`src/rtl/pwm_tb_pkg.sv`:
```
package pwmTbPkg;

  localparam int ADDR_W = 4;

  localparam logic [ADDR_W-1:0] ADDR_PERIOD = 4'd0;
  localparam logic [ADDR_W-1:0] ADDR_CMP0   = 4'd1;
  localparam logic [ADDR_W-1:0] ADDR_CTRL   = 4'd14;
  localparam logic [ADDR_W-1:0] ADDR_CLR    = 4'd15;

  // control word bit positions
  localparam int CB_PRESC  = 0;  // two bits
  localparam int CB_CENTER = 2;
  localparam int CB_EVTSEL = 3;
  localparam int CB_LOAD   = 4;

  localparam int PRE_W = 4;

  // strobes from control to datapath
  typedef struct packed {
    logic centerMode;
    logic evtAtMatch;
    logic commitEn;
  } tbStrobe_t;

  function automatic logic [PRE_W-1:0] divLast(input logic [1:0] code);
    case (code)
      2'd0:    return 4'd0;
      2'd1:    return 4'd1;
      2'd2:    return 4'd3;
      default: return 4'd15;
    endcase
  endfunction

endpackage

```
`src/rtl/pwm_tb_prescaler.sv`:
```
module pwmTbPrescaler
  import pwmTbPkg::*;
(
  input  logic       clk,
  input  logic       rstN,
  input  logic [1:0] prescCode,
  output logic       tick
);
  logic [PRE_W-1:0] preCnt;
  logic [PRE_W-1:0] limit;

  assign limit = divLast(prescCode);
  // >= so that shrinking the divider never stalls the counter
  assign tick  = (preCnt >= limit);

  always_ff @(posedge clk or negedge rstN) begin
    if (!rstN)     preCnt <= '0;
    else if (tick) preCnt <= '0;
    else           preCnt <= preCnt + 1'b1;
  end
endmodule

```
`src/rtl/pwm_tb_ctrl.sv`:
```
module pwmTbCtrl
  import pwmTbPkg::*;
#(
  parameter int CNT_W     = 16,
  parameter int NUM_UNITS = 3
) (
  input  logic                       clk,
  input  logic                       rstN,
  input  logic                       wrEn,
  input  logic [ADDR_W-1:0]          wrAddr,
  input  logic [CNT_W-1:0]           wrData,
  input  logic                       boundaryTick,
  input  logic                       evtNow,
  output logic [1:0]                 prescCode,
  output tbStrobe_t                  strobe,
  output logic [CNT_W-1:0]           shPer,
  output logic [NUM_UNITS*CNT_W-1:0] shCmp,
  output logic                       irqFlag
);
  logic ctrlWr, clrWr, perWr;
  logic centerQ, evtSelQ, loadReq;

  assign ctrlWr = wrEn && (wrAddr == ADDR_CTRL);
  assign clrWr  = wrEn && (wrAddr == ADDR_CLR) && wrData[0];
  assign perWr  = wrEn && (wrAddr == ADDR_PERIOD);

  always_ff @(posedge clk or negedge rstN) begin
    if (!rstN) begin
      prescCode <= '0;
      centerQ   <= 1'b0;
      evtSelQ   <= 1'b0;
    end else if (ctrlWr) begin
      prescCode <= wrData[CB_PRESC +: 2];
      centerQ   <= wrData[CB_CENTER];
      evtSelQ   <= wrData[CB_EVTSEL];
    end
  end

  // a new request in the commit clock survives
  always_ff @(posedge clk or negedge rstN) begin
    if (!rstN) loadReq <= 1'b0;
    else       loadReq <= (loadReq && !boundaryTick) || (ctrlWr && wrData[CB_LOAD]);
  end

  always_ff @(posedge clk or negedge rstN) begin
    if (!rstN)      shPer <= '0;
    else if (perWr) shPer <= wrData;
  end

  for (genvar g = 0; g < NUM_UNITS; g++) begin : gShadow
    localparam logic [ADDR_W-1:0] UNIT_ADDR = ADDR_CMP0 + ADDR_W'(g);
    always_ff @(posedge clk or negedge rstN) begin
      if (!rstN)                              shCmp[g*CNT_W +: CNT_W] <= '0;
      else if (wrEn && (wrAddr == UNIT_ADDR)) shCmp[g*CNT_W +: CNT_W] <= wrData;
    end
  end

  always_ff @(posedge clk or negedge rstN) begin
    if (!rstN) irqFlag <= 1'b0;
    else       irqFlag <= (irqFlag && !clrWr) || evtNow;
  end

  assign strobe.centerMode = centerQ;
  assign strobe.evtAtMatch = evtSelQ;
  assign strobe.commitEn   = loadReq;
endmodule

```
`src/rtl/pwm_tb_datapath.sv`:
```
module pwmTbDatapath
  import pwmTbPkg::*;
#(
  parameter int CNT_W     = 16,
  parameter int NUM_UNITS = 3
) (
  input  logic                       clk,
  input  logic                       rstN,
  input  logic                       tick,
  input  tbStrobe_t                  strobe,
  input  logic [CNT_W-1:0]           shPer,
  input  logic [NUM_UNITS*CNT_W-1:0] shCmp,
  output logic                       boundaryTick,
  output logic                       evtNow,
  output logic [CNT_W-1:0]           cntVal,
  output logic [NUM_UNITS-1:0]       pwmRaw,
  output logic                       periodEvt
);
  logic [CNT_W-1:0] actPer, nextPer, cntNext;
  logic             dirUp, dirNext, commit, atZero;

  assign atZero       = (cntVal == '0);
  assign boundaryTick = tick && atZero;
  assign commit       = boundaryTick && strobe.commitEn;
  assign nextPer      = commit ? shPer : actPer;
  assign evtNow       = tick && (actPer != '0) &&
                        (strobe.evtAtMatch ? (cntVal == actPer) : atZero);

  always_comb begin
    cntNext = cntVal;
    dirNext = dirUp;
    if (tick) begin
      if (atZero) begin
        dirNext = 1'b1;
        if (strobe.centerMode) cntNext = (nextPer != '0) ? CNT_W'(1) : '0;
        else                   cntNext = nextPer;
      end else if (!strobe.centerMode) begin
        cntNext = cntVal - 1'b1;
      end else if (dirUp && (cntVal < actPer)) begin
        cntNext = cntVal + 1'b1;
      end else begin
        dirNext = 1'b0;
        cntNext = cntVal - 1'b1;
      end
    end
  end

  always_ff @(posedge clk or negedge rstN) begin
    if (!rstN) begin
      cntVal    <= '0;
      dirUp     <= 1'b1;
      actPer    <= '0;
      periodEvt <= 1'b0;
    end else begin
      cntVal    <= cntNext;
      dirUp     <= dirNext;
      actPer    <= nextPer;
      periodEvt <= evtNow;
    end
  end

  for (genvar g = 0; g < NUM_UNITS; g++) begin : gUnit
    logic [CNT_W-1:0] actCmp;
    always_ff @(posedge clk or negedge rstN) begin
      if (!rstN)       actCmp <= '0;
      else if (commit) actCmp <= shCmp[g*CNT_W +: CNT_W];
    end
    assign pwmRaw[g] = (cntVal <= actCmp);
  end
endmodule

```
`src/rtl/pwm_timebase.sv`:
```
module pwmTimebase
  import pwmTbPkg::*;
#(
  parameter int CNT_W     = 16,
  parameter int NUM_UNITS = 3
) (
  input  logic                 clk,
  input  logic                 rstN,
  input  logic                 wrEn,
  input  logic [ADDR_W-1:0]    wrAddr,
  input  logic [CNT_W-1:0]     wrData,
  output logic [NUM_UNITS-1:0] pwmRaw,
  output logic [CNT_W-1:0]     cntVal,
  output logic                 periodEvt,
  output logic                 irqFlag,
  output logic                 loadBusy
);
  logic [1:0]                 prescCode;
  logic                       tick, boundaryTick, evtNow;
  tbStrobe_t                  strobe;
  logic [CNT_W-1:0]           shPer;
  logic [NUM_UNITS*CNT_W-1:0] shCmp;

  pwmTbPrescaler u_pre (
    .clk       (clk),
    .rstN      (rstN),
    .prescCode (prescCode),
    .tick      (tick)
  );

  pwmTbCtrl #(.CNT_W(CNT_W), .NUM_UNITS(NUM_UNITS)) u_ctrl (
    .clk          (clk),
    .rstN         (rstN),
    .wrEn         (wrEn),
    .wrAddr       (wrAddr),
    .wrData       (wrData),
    .boundaryTick (boundaryTick),
    .evtNow       (evtNow),
    .prescCode    (prescCode),
    .strobe       (strobe),
    .shPer        (shPer),
    .shCmp        (shCmp),
    .irqFlag      (irqFlag)
  );

  pwmTbDatapath #(.CNT_W(CNT_W), .NUM_UNITS(NUM_UNITS)) u_dp (
    .clk          (clk),
    .rstN         (rstN),
    .tick         (tick),
    .strobe       (strobe),
    .shPer        (shPer),
    .shCmp        (shCmp),
    .boundaryTick (boundaryTick),
    .evtNow       (evtNow),
    .cntVal       (cntVal),
    .pwmRaw       (pwmRaw),
    .periodEvt    (periodEvt)
  );

  assign loadBusy = strobe.commitEn;
endmodule

```
`config.mk`:
```
export PLATFORM = sky130hd
export DESIGN_NAME = pwmTimebase
export DESIGN_NICKNAME = d
export VERILOG_FILES = /design/src/rtl/pwm_tb_pkg.sv /design/src/rtl/pwm_tb_prescaler.sv /design/src/rtl/pwm_tb_ctrl.sv /design/src/rtl/pwm_tb_datapath.sv /design/src/rtl/pwm_timebase.sv
export SDC_FILE = /design/constraint.sdc
export NUM_CORES = 1
export LEC_CHECK = 0
export BUFFER_PORTS_ARGS = -buffer_cell sky130_fd_sc_hd__buf_2
export CAP_MARGIN = 20
export CORE_MARGIN = 3
export CORE_UTILIZATION = 60
export DETAILED_ROUTE_END_ITERATION = 6
export PLACE_DENSITY = 0.9
export RECOVER_POWER = 25
export SLEW_MARGIN = 20
export SYNTH_ARGS = -nofsm -noshare
export SYNTH_HDL_FRONTEND = slang
export SYNTH_HIERARCHICAL = 1
export SYNTH_SLANG_ARGS = --single-unit
```
`constraint.sdc`:
```
create_clock -name clk -period 2.9 [get_ports clk]
set_input_delay 0.58 -clock clk [delete_from_list [all_inputs] [get_ports clk]]
set_output_delay 0.58 -clock clk [all_outputs]
set_load 0.01 [all_outputs]
```
==> summary.md <==
The buffer cell driving the clock tree root is clkbuf_16. The post-synthesis net count is 953, and the detailed placer's ending HPWL is 15.7 mm. Global routing used 29.7% of the available tracks across all layers.

The total detailed-routing wirelength is 23.7 mm, and the height of the chip is 127 um. Fraction of the cycle the final worst path needs: 104%. Number of CTS-inserted buffers: 17. Clock-pin slew was measured on the worst setup and hold paths at 0.06 ns. The tools report the arrival time of data at the critical path endpoint as 2.45 ns.

The number of buffers added to fix hold violations after cts came out at 0. Compared with the post-synthesis result, the final layout area differs by 14.7%. Setup violations remaining at the end of the flow were counted as 3. The detailed router placed 7296 vias in this run.

The synthesized design contains 156 register bits. The tools report the number of fill cells as 915. In this run, placement finished with an instance count of 1080. The tools report the worst clock skew as 0.00818 ns. Summed over all layers, the global routing overflow is 0. Largest net degree at the start of global routing: 99. In this run the static leakage power is 4.52 nW. The largest total area in the synthesized netlist belongs to dfrtp_1. Number of global-route vias before repair: 7113.

Global-route wire length before repair: 37.2 mm. Category of the worst setup path launch point: a register. The H-tree generated during clock tree synthesis spans 4 levels. The finished layout holds 1117 standard cells, fillers aside. The initial antenna violation count came out at 0. In this run, distinct cell masters in the synthesized netlist total 76.

The final number of hold-violating endpoints was 0. At the pin with the least slew margin, the transition time is 2.46 ns. Counting flops with an async set or reset pin after synthesis yields a share of 100%.

The count of synthesis-stage warnings from yosys came out at 6. Reported max-cap violation count: 1. At the worst endpoint, the required time is 2.32 ns. Cells fill 71.4% of the core in the end. For the cell row count, the log shows 43.

At the end of routability-driven placement, the weighted congestion stood at 0.980. The die span in x was 127 um; the number of flops mapped to enable cells by yosys was 0. The area of all sequential standard cells was 3910 um2; the number of iterations in the first detailed-routing pass was 6. The flow ran to the end, but the final reports show violations. After detailed routing, the average wire length per cell comes to 21.2 um. The multi-input combinational cells in the finished layout cover a total of 4460 um2. The fraction of final layout cells sized beyond drive strength 1 works out to 24.8%. Setup repair after global routing could not meet its margin everywhere. The repair_antennas step left the layout with diodes totalling 0.

Netlist area before placement: 8740 um2. The core region is 14000 um2. In this run the power density over the cells is 817 nW/um2.

Based on the critical path, the design can be clocked at up to 331 MHz. At the placement stage, the worst setup path has a slack of 0.0870 ns. The number of input and output port buffers inserted is 44. The total clock sinks is 156, and the worst-skew pair later-pin latency is 0.43 ns. Count of pins on the block boundary: 45.

The final critical-path setup slack is -0.125 ns. The worst setup path is captured at a primary output. The detailed-route vias per instance came out at 6.53.

Number of cells produced by synthesis: 858. TritonCTS built the clock tree. The tools report the maximum clock path buffer count as 2.

The worst-path maximum fanout was 4. After synthesis, the largest area contributor takes up 44.4% of total cell area. The die covers 16100 um2. The tools report the headroom to the max-slew limit as -63.9%. The class of the worst hold path is in -> async. Dominant register cell in the synthesized netlist: dfrtp_1.

The final reports fail on max-capacitance violations, max-slew violations, negative setup slack. After layout, the minimum clock period comes to 3.03 ns. The net count of the finished layout is 1019.

For the worst hold margin, the log shows 0.274 ns. The logs give 8.19 mW for the total power draw and 951 for the first-iteration detailed-routing DRC count. By area the synthesized netlist is led by dfrtp_1, ha_1, mux2_2, o21ai_0, nand2_1.

For this configuration, the core starts out at a cell density of 62.2%. For the final routed DRC violation total, the log shows 0. The tools report the peak ir drop on the vdd network as 662 uV. The mean instance size in the synthesized netlist is 10.2 um2. Count of pins over their slew limit: 99. The classification of the worst setup path was reg -> out. Once detail routing completed, the nets flagged for antenna violations numbered 0.

Sequential cells were found to cover 44.7% of the synthesized design area.
## cells by family (layout without fill, tap and decap cells)
logic type	Yosys count	count (layout)	share of synthesized area (%)
simple gates	256	256	15.3
compound gates	177	177	12.6
flops	156	156	44.7
fa+ha+maj	72	72	10.3
xor+xnor	6	6	0.601
buf+inv	111	190	5.90
mux	80	80	10.6
## sequential cells by signal, summed over array words and instances (netlist names), 2 cells and up
| signal | cells |
|---|---|
| u_ctrl/shCmp | 48 |
| u_dp/actPer | 16 |
| u_ctrl/prescCode | 2 |
| u_dp/gUnit.actCmp | 48 |
| u_pre/preCnt | 4 |
| u_ctrl/shPer | 16 |
| u_dp/cntVal | 16 |
## worst paths after layout
check / from / to / slack (ns) / cells after the start
min in group clk: wrData[10] / u_ctrl/shCmp[26] / 0.44 / 2
hold / removal: rstN / u_ctrl/shCmp[13] / 0.27 / 2
setup reg to reg: u_dp/cntVal[1] / u_dp/cntVal[9] / 0.08 / 10
setup / recovery: u_dp/cntVal[1] / pwmRaw[1] / -0.13 / 9
max in group asynchronous: rstN / u_dp/cntVal[0] / 0.31 / 2
hold reg to reg: u_ctrl/shCmp[0] / u_dp/gUnit[0].actCmp[0] / 0.47 / 2
## routing by layer
layer  vias to the layer above  GRT usage, %  wire, um  share of wire [%]
met3                       111          7.49      2220                9.3
met2                       496          47.4     11100                 47
li1                       3185             -         -                  -
met1                      3504          38.7      9360                 39
met5                         -             0         0                  0
met4                         0          12.5      1020                4.3
## through the flow
| step | area (um2) | setup TNS (ns) |
|---|---|---|
| after floorplan | 8740 | 0 |
| after global placement | 9250 | 0 |
| after detailed placement | 9250 | 0 |
| after CTS | 9940 | -0.165 |
| after global routing | 10000 | -0.944 |
| final | 10000 | -0.263 |
## layout by cell type (no fill, tap or decap), types with 12 or more instances in the layout
cell	n
nand4_1	16
inv_1	67
o21ai_0	80
ha_1	66
nor3_1	16
o21a_1	12
buf_2	43
a21oi_1	14
nand2_1	113
mux2_2	58
nand3_1	16
clkbuf_16	17
nor4_1	14
nor2_1	20
dfrtp_1	152
buf_4	40
## cells in the mapped netlist (3+ instances only)
library cell	number
dfrtp_1	155
nand2_1	113
o21ai_0	86
ha_1	72
inv_1	69
mux2_2	58
nor2_1	21
nand3_1	18
buf_2	16
nand4_1	16
nor3_1	16
a21oi_1	15
nor4_1	14
and3_1	13
clkbuf_1	12
o21a_1	12
mux2_4	11
mux2i_1	11
a21o_1	10
buf_6	7
nor2b_1	7
o211ai_1	7
a31oi_1	6
a211o_1	4
a211oi_1	4
and4_1	4
buf_4	4
o22ai_1	4
or3_1	4
a2111oi_0	3
and2_1	3
nand2b_1	3
xnor2_1	3
xor2_1	3
## worst max-delay path: stages, from the launching register on
cell	delay, ns
dfrtp_2	0.47
ha_4	0.24
nor2b_4	0.12
o21a_1	0.16
o21a_1	0.18
o21ai_2	0.17
a211oi_2	0.09
a2111oi_2	0.24
a211o_1	0.21
buf_2	0.14
## final cells by class
type / count / area share (%)
clock inverter: 11 / 1.17
tap: 180 / 2.25
multi-input combinational: 591 / 44.5
inverter: 70 / 2.65
sequential: 156 / 39.0
clock buffer: 21 / 4.69
timing repair buffer: 88 / 5.73
## timing repair
action / in CTS / in global routing
endpoints found under the hold margin: 0 / 0
resized for setup: 23 / 21
setup endpoints to repair: 3 / 8
pin swaps: 12 / 11
buffers inserted: 2 / 4
## where the power goes
part           switching, mW  total (mW)  leakage (nW)  internal, mW
logic                   1.77        3.12          2.25          1.35
clock network          0.905        2.23         0.277          1.33
registers              0.326        2.84          2.00          2.51
total                   3.00        8.19          4.52          5.19
Note: power is estimated with default switching activity, not from simulation.
